File: config.mk
export PLATFORM = sky130hd
export DESIGN_NAME = lr_ranker
export DESIGN_NICKNAME = d
export VERILOG_FILES = /design/src/rtl/lr_pkg.sv /design/src/rtl/lr_ctrl.sv /design/src/rtl/lr_bundle.sv /design/src/rtl/lr_rank_enc.sv /design/src/rtl/lr_ranker.sv
export SDC_FILE = /design/constraint.sdc
export NUM_CORES = 1
export LEC_CHECK = 0
export ABC_CLOCK_PERIOD_IN_PS = 2200
export BUFFER_PORTS_ARGS = -buffer_cell sky130_fd_sc_hd__buf_4
export CORE_MARGIN = 3
export CORE_UTILIZATION = 33
export CTS_BUF_LIST = sky130_fd_sc_hd__clkbuf_4 sky130_fd_sc_hd__clkbuf_8 sky130_fd_sc_hd__clkbuf_16
export DETAILED_ROUTE_END_ITERATION = 12
export SLEW_MARGIN = 20
export SYNTH_ARGS = -nofsm -noshare
export SYNTH_HDL_FRONTEND = slang
export SYNTH_SLANG_ARGS = --single-unit
File: constraint.sdc
create_clock -name clk -period 2.2 [get_ports clk]
set_input_delay 0 -clock clk [delete_from_list [all_inputs] [get_ports clk]]
set_output_delay 0 -clock clk [all_outputs]
set_load 0.02 [all_outputs]
File: src/rtl/lr_pkg.sv
package lr_pkg;
  typedef enum logic [1:0] {
    ST_IDLE = 2'd0,
    ST_RUN  = 2'd1,
    ST_DONE = 2'd2
  } lr_state_e;
endpackage

File: src/rtl/lr_ctrl.sv
module lr_ctrl #(
  parameter int N  = 8,
  parameter int IW = (N > 1) ? $clog2(N) : 1
) (
  input  logic clk,
  input  logic rst_n,
  input  logic start,
  input  logic no_head,
  output logic load,
  output logic step,
  output logic busy,
  output logic done,
  output logic err
);
  import lr_pkg::*;

  localparam logic [IW-1:0] LAST_STEP = IW'(N - 1);

  lr_state_e st_q, st_d;
  logic [IW-1:0] cnt_q, cnt_d;
  logic err_q, err_d;

  always_comb begin
    st_d  = st_q;
    cnt_d = cnt_q;
    err_d = err_q;
    load  = 1'b0;
    case (st_q)
      ST_RUN: begin
        cnt_d = cnt_q + 1'b1;
        if (cnt_q == LAST_STEP) begin
          st_d  = ST_DONE;
          cnt_d = '0;
        end
      end
      default: begin
        if (start) begin
          load  = 1'b1;
          st_d  = ST_RUN;
          cnt_d = '0;
          err_d = no_head;
        end
      end
    endcase
  end

  always_ff @(posedge clk or negedge rst_n) begin
    if (!rst_n) begin
      st_q  <= ST_IDLE;
      cnt_q <= '0;
      err_q <= 1'b0;
    end else begin
      st_q  <= st_d;
      cnt_q <= cnt_d;
      err_q <= err_d;
    end
  end

  assign step = (st_q == ST_RUN);
  assign busy = (st_q == ST_RUN);
  assign done = (st_q == ST_DONE);
  assign err  = err_q & (st_q == ST_DONE);
endmodule

File: src/rtl/lr_bundle.sv
module lr_bundle #(
  parameter int N  = 8,
  parameter int IW = (N > 1) ? $clog2(N) : 1,
  parameter int J  = 0
) (
  input  logic            clk,
  input  logic            rst_n,
  input  logic            clr,
  input  logic            en,
  input  logic            head_bit,
  input  logic [N*IW-1:0] succ_q,
  input  logic [N*N-1:0]  lines_all,
  output logic [N-1:0]    lines
);
  localparam logic [IW-1:0] SELF = IW'(J);

  logic [N-1:0] feed;
  logic [N-1:0] lines_d;

  always_comb begin
    feed    = '0;
    feed[0] = head_bit;
    for (int i = 0; i < N; i++) begin
      if ((succ_q[i*IW +: IW] == SELF) && (succ_q[i*IW +: IW] != IW'(i))) begin
        for (int r = 1; r < N; r++) begin
          feed[r] = feed[r] | lines_all[i*N + r - 1];
        end
      end
    end
  end

  always_comb begin
    if (clr)     lines_d = '0;
    else if (en) lines_d = lines | feed;
    else         lines_d = lines;
  end

  always_ff @(posedge clk or negedge rst_n) begin
    if (!rst_n) lines <= '0;
    else        lines <= lines_d;
  end
endmodule

File: src/rtl/lr_rank_enc.sv
module lr_rank_enc #(
  parameter int N  = 8,
  parameter int IW = (N > 1) ? $clog2(N) : 1
) (
  input  logic [N-1:0]  lines,
  output logic [IW-1:0] rank
);
  always_comb begin
    rank = '0;
    for (int r = N - 1; r >= 0; r--) begin
      if (lines[r]) rank = IW'(r);
    end
  end
endmodule

File: src/rtl/lr_ranker.sv
module lr_ranker #(
  parameter int N  = 8,
  parameter int IW = (N > 1) ? $clog2(N) : 1
) (
  input  logic            clk,
  input  logic            rst_n,
  input  logic            start,
  input  logic [N*IW-1:0] succ_in,
  input  logic [N-1:0]    head_in,
  output logic            busy,
  output logic            done,
  output logic            err,
  output logic [N*IW-1:0] rank_out
);
  logic            load, step;
  logic [N*IW-1:0] succ_q, succ_d;
  logic [N-1:0]    head_q, head_d;
  logic [N*N-1:0]  lines_all;

  lr_ctrl #(.N(N), .IW(IW)) u_ctrl (
    .clk     (clk),
    .rst_n   (rst_n),
    .start   (start),
    .no_head (~|head_in),
    .load    (load),
    .step    (step),
    .busy    (busy),
    .done    (done),
    .err     (err)
  );

  always_comb begin
    succ_d = load ? succ_in : succ_q;
    head_d = load ? head_in : head_q;
  end

  always_ff @(posedge clk or negedge rst_n) begin
    if (!rst_n) begin
      succ_q <= '0;
      head_q <= '0;
    end else begin
      succ_q <= succ_d;
      head_q <= head_d;
    end
  end

  for (genvar j = 0; j < N; j++) begin : g_elem
    lr_bundle #(.N(N), .IW(IW), .J(j)) u_bundle (
      .clk       (clk),
      .rst_n     (rst_n),
      .clr       (load),
      .en        (step),
      .head_bit  (head_q[j]),
      .succ_q    (succ_q),
      .lines_all (lines_all),
      .lines     (lines_all[j*N +: N])
    );
    lr_rank_enc #(.N(N), .IW(IW)) u_enc (
      .lines (lines_all[j*N +: N]),
      .rank  (rank_out[j*IW +: IW])
    );
  end
endmodule

==> results by group <==
Status
  • Status: complete, no violations

Route
  • TritonRoute pass-1 iters: 6
  • Metal1 wirelength: 17.0 mm
  • Wire length on met2: 18.8 mm
  • Routed Antenna Nets: 0
  • Highest routed layer: met5
  • DR vias/cell: 6.67
  • Drt wl/cell: 31.4 µm
  • Final wirelength: 44.2 mm
  • Routed vias: 9385
  • WL met3: 5.21 mm
  • Drt drc: 0
  • 1st-iter DRT viols: 1616

Placement
  • DP HPWL: 32.8 mm
  • Routability Congestion: 1.10
  • PortBufs: 61
  • Placed standard-cell area: 8770 µm²

Timing
  • Final Skew: 0.0107 ns
  • Post-route minimum period: 2.14 ns
  • Final hold vios: 0
  • F_max: 466 MHz
  • Final-report setup violation count: 0
  • Rel. slew slack: 0.449
  • Setup TNS: 0 ns
  • RSZ-0062 raised after global routing: false
  • Least-Margin Pin Slew: 0.823 ns
  • Crit share post-route: 0.975
  • Max Slew Vio Count: 0

Logic synthesis
  • Ys async rst share: 1.00
  • Synth Instances: 961
  • Netlist cell types: 58
  • Syn avg cell area: 7.51 µm²
  • Number of synthesized flops with an enable pin: 0
  • Mapped Nets: 998
  • Cell taking the most area after synthesis: dfrtp_1
  • Register bit total from synthesis: 102
  • Yosys warnings: 0
  • Top FF cell, synth: dfrtp_1
  • Post-synth top area share: 0.354
  • Post-synthesis sequential area ratio: 0.354
  • Main area contributors after synthesis: dfrtp_1, nand2_1, o22ai_1, nand2b_1, a21oi_1
  • Synth Cell Area: 7210 µm²

Cells and area
  • Nets: 1162
  • # fillers: 2219
  • Register Area: 2550 µm²
  • Synth-to-layout area growth: 30.5%
  • Share of cells above drive strength 1: 0.188
  • Fin area: 9420 µm²
  • Area taken by multi-input logic gates: 4270 µm²

Die
  • IO Count: 62
  • Core Region: 21200 µm²
  • Row cnt: 53
  • Die W: 154 µm
  • Die area: 23700 µm²
  • Starting Density: 0.340
  • Die Height: 154 µm

Clock tree
  • TritonCTS Buffers: 9
  • # H-tree levels: 3
  • CTS tree: built
  • Root Driver: clkbuf_16
  • CTS Buffer Depth: 2
  • Sinks on Clock Net: 102
  • Clk pin slew, worst setup/hold paths: 0.08 ns
  • Later-pin clock latency in the skew report: 0.37 ns

Worst setup path
  • Critical Path End Type: flip-flop
  • CP Launch Type: flip-flop
  • Worst endpoint required time: 2.43 ns
  • WS Path Type: flip-flop to flip-flop
  • Arr. time, crit path: 2.38 ns
  • Worst Path Max Fanout: 12

Pwr
  • Combinational share of power: 0.667
  • Sw frac: 0.563
  • Internal power: 8.14 mW
  • Net Switching: 10.5 mW
  • Pwr/cell area: 1980 nW/µm²
  • VDD IR max: 1.08 mV
  • Clk pwr share: 0.092
  • Static Leak: 3.97 nW
  • Sequential power share: 0.241

GRT
  • Largest net degree at the start of global routing: 51
  • GR Overflow Total: 0
  • Number of antenna violations at the first check in global routing: 1
  • GR Util All Layers: 0.366
  • Vias in the first global route: 9127
  • First-pass GRT wire length: 63.4 mm

Worst hold path
  • Class of the worst hold path: input pin to async pin

Job
  • Number of max-cap violations: 0
-- area by class of cell --
cell class / instances / area share
antenna: 1 / 0.000266
multi-input combinational: 766 / 0.453
inverter: 24 / 0.00957
sequential: 102 / 0.271
tap: 275 / 0.0365
clock buffer: 10 / 0.0247
timing repair buffer: 222 / 0.198
clock inverter: 6 / 0.00664
-- registers in the layout, indices dropped and copies added (netlist names) --
| register | count |
|---|---|
| u_ctrl.cnt_q | 3 |
| g_elem.u_bundle.lines | 64 |
| u_ctrl.st_q | 2 |
| succ_q | 24 |
| head_q | 8 |
| u_ctrl.err_q | 1 |
-- worst paths after layout --
kind / from / endpoint / slack (ns) / cells after the start
setup / recovery: succ_q[11] / g_elem[5].u_bundle.lines[1] / 0.06 / 6
hold / removal: rst_n / g_elem[1].u_bundle.lines[4] / 0.11 / 2
setup reg to reg: succ_q[11] / g_elem[5].u_bundle.lines[1] / 0.06 / 6
hold reg to reg: head_q[6] / head_q[6] / 0.48 / 2
max in group asynchronous: rst_n / succ_q[0] / 1.33 / 3
min in group clk: succ_in[1] / succ_q[1] / 0.36 / 4
-- critical path, cell delays in order, from the launching register on --
cell	delay [ns]
dfrtp_1	0.63
buf_4	0.29
nand2_1	0.17
o22ai_1	0.13
nor4b_1	0.51
buf_4	0.20
o22ai_1	0.06
-- synth_stat cells, drive strengths merged, types with 8 or more instances --
cell type and number:
a21oi 70, nor2 67, a31oi 26, nor4 16, nor2b 24, dfrtp 102
o22ai 104, buf 46, clkbuf 23, nand2 192, nand2b 60, o221ai 10
a211oi 10, or2 8, o21bai 9, o32ai 11, o21ai 28, inv 24
nor3 40, or4 8
-- cell usage in the layout, fill, tap and decap left out, types with 10 or more instances in the layout --
master and instances:
a31oi_1 26, nor3_1 39, o22ai_1 104, o32ai_1 10
nand2b_1 60, nor4_1 16, nor2b_1 24, nand2_1 192
dlygate4sd3_1 34, o21ai_1 19, nor2_1 66, buf_4 179
dfrtp_1 101, o221ai_1 10, a21oi_1 70, a211oi_1 10
inv_1 22
-- per-layer routing --
layer | track usage | vias up
li1 | - | 3878
met3 | 0.0940 | 242
met4 | 0.214 | 2
met1 | 0.472 | 4475
met5 | 0 | -
met2 | 0.555 | 788
-- power groups by stage --
| stage | clock network, mW | registers (mW) | logic [mW] |
|---|---|---|---|
| 6_report | 1.71 | 4.49 | 12.4 |
| 5_1_grt | 1.78 | 4.54 | 12.8 |
| 4_1_cts | 1.72 | 4.38 | 11.8 |
| 3_5_place_dp | 0 | 4.41 | 11.7 |
| 3_3_place_gp | 0 | 4.42 | 11.9 |
| 2_1_floorplan | 0 | 3.38 | 6.48 |
-- repair_timing --
action / 4_1_cts / 5_1_grt
setup buffers: 0 / 0
hold buffers: 34 / 0
gates resized for setup: 0 / 2
setup endpoints to repair: 0 / 2
hold endpoints to repair: 108 / 0
-- cells by family (layout without fill, tap and decap cells) --
kind of cell               count (synthesis)  in the layout  synth area share
and+or+nand+nor                          441            441             0.293
DFF                                      102            102             0.354
buffers and inverters                     93            262            0.0565
other                                      0              1                 0
AOI/OAI and AO/OA                        323            323             0.294
adders and majority gates                  2              2           0.00347
-- metrics by stage --
step	cells	worst slack, ns	power, mW	hold WS (ns)	utilization
floorplan	961	0.796	9.86	-0.296	-
global route	1405	0.0289	19.2	0.124	0.444
detailed placement	1355	0.137	16.1	-0.0409	0.413
CTS	1405	0.124	17.9	0.115	0.443
global placement	1355	0.118	16.4	-0.0350	0.413
finish	1406	0.0560	18.6	0.105	0.444
Power figures use the tool's default switching activity.
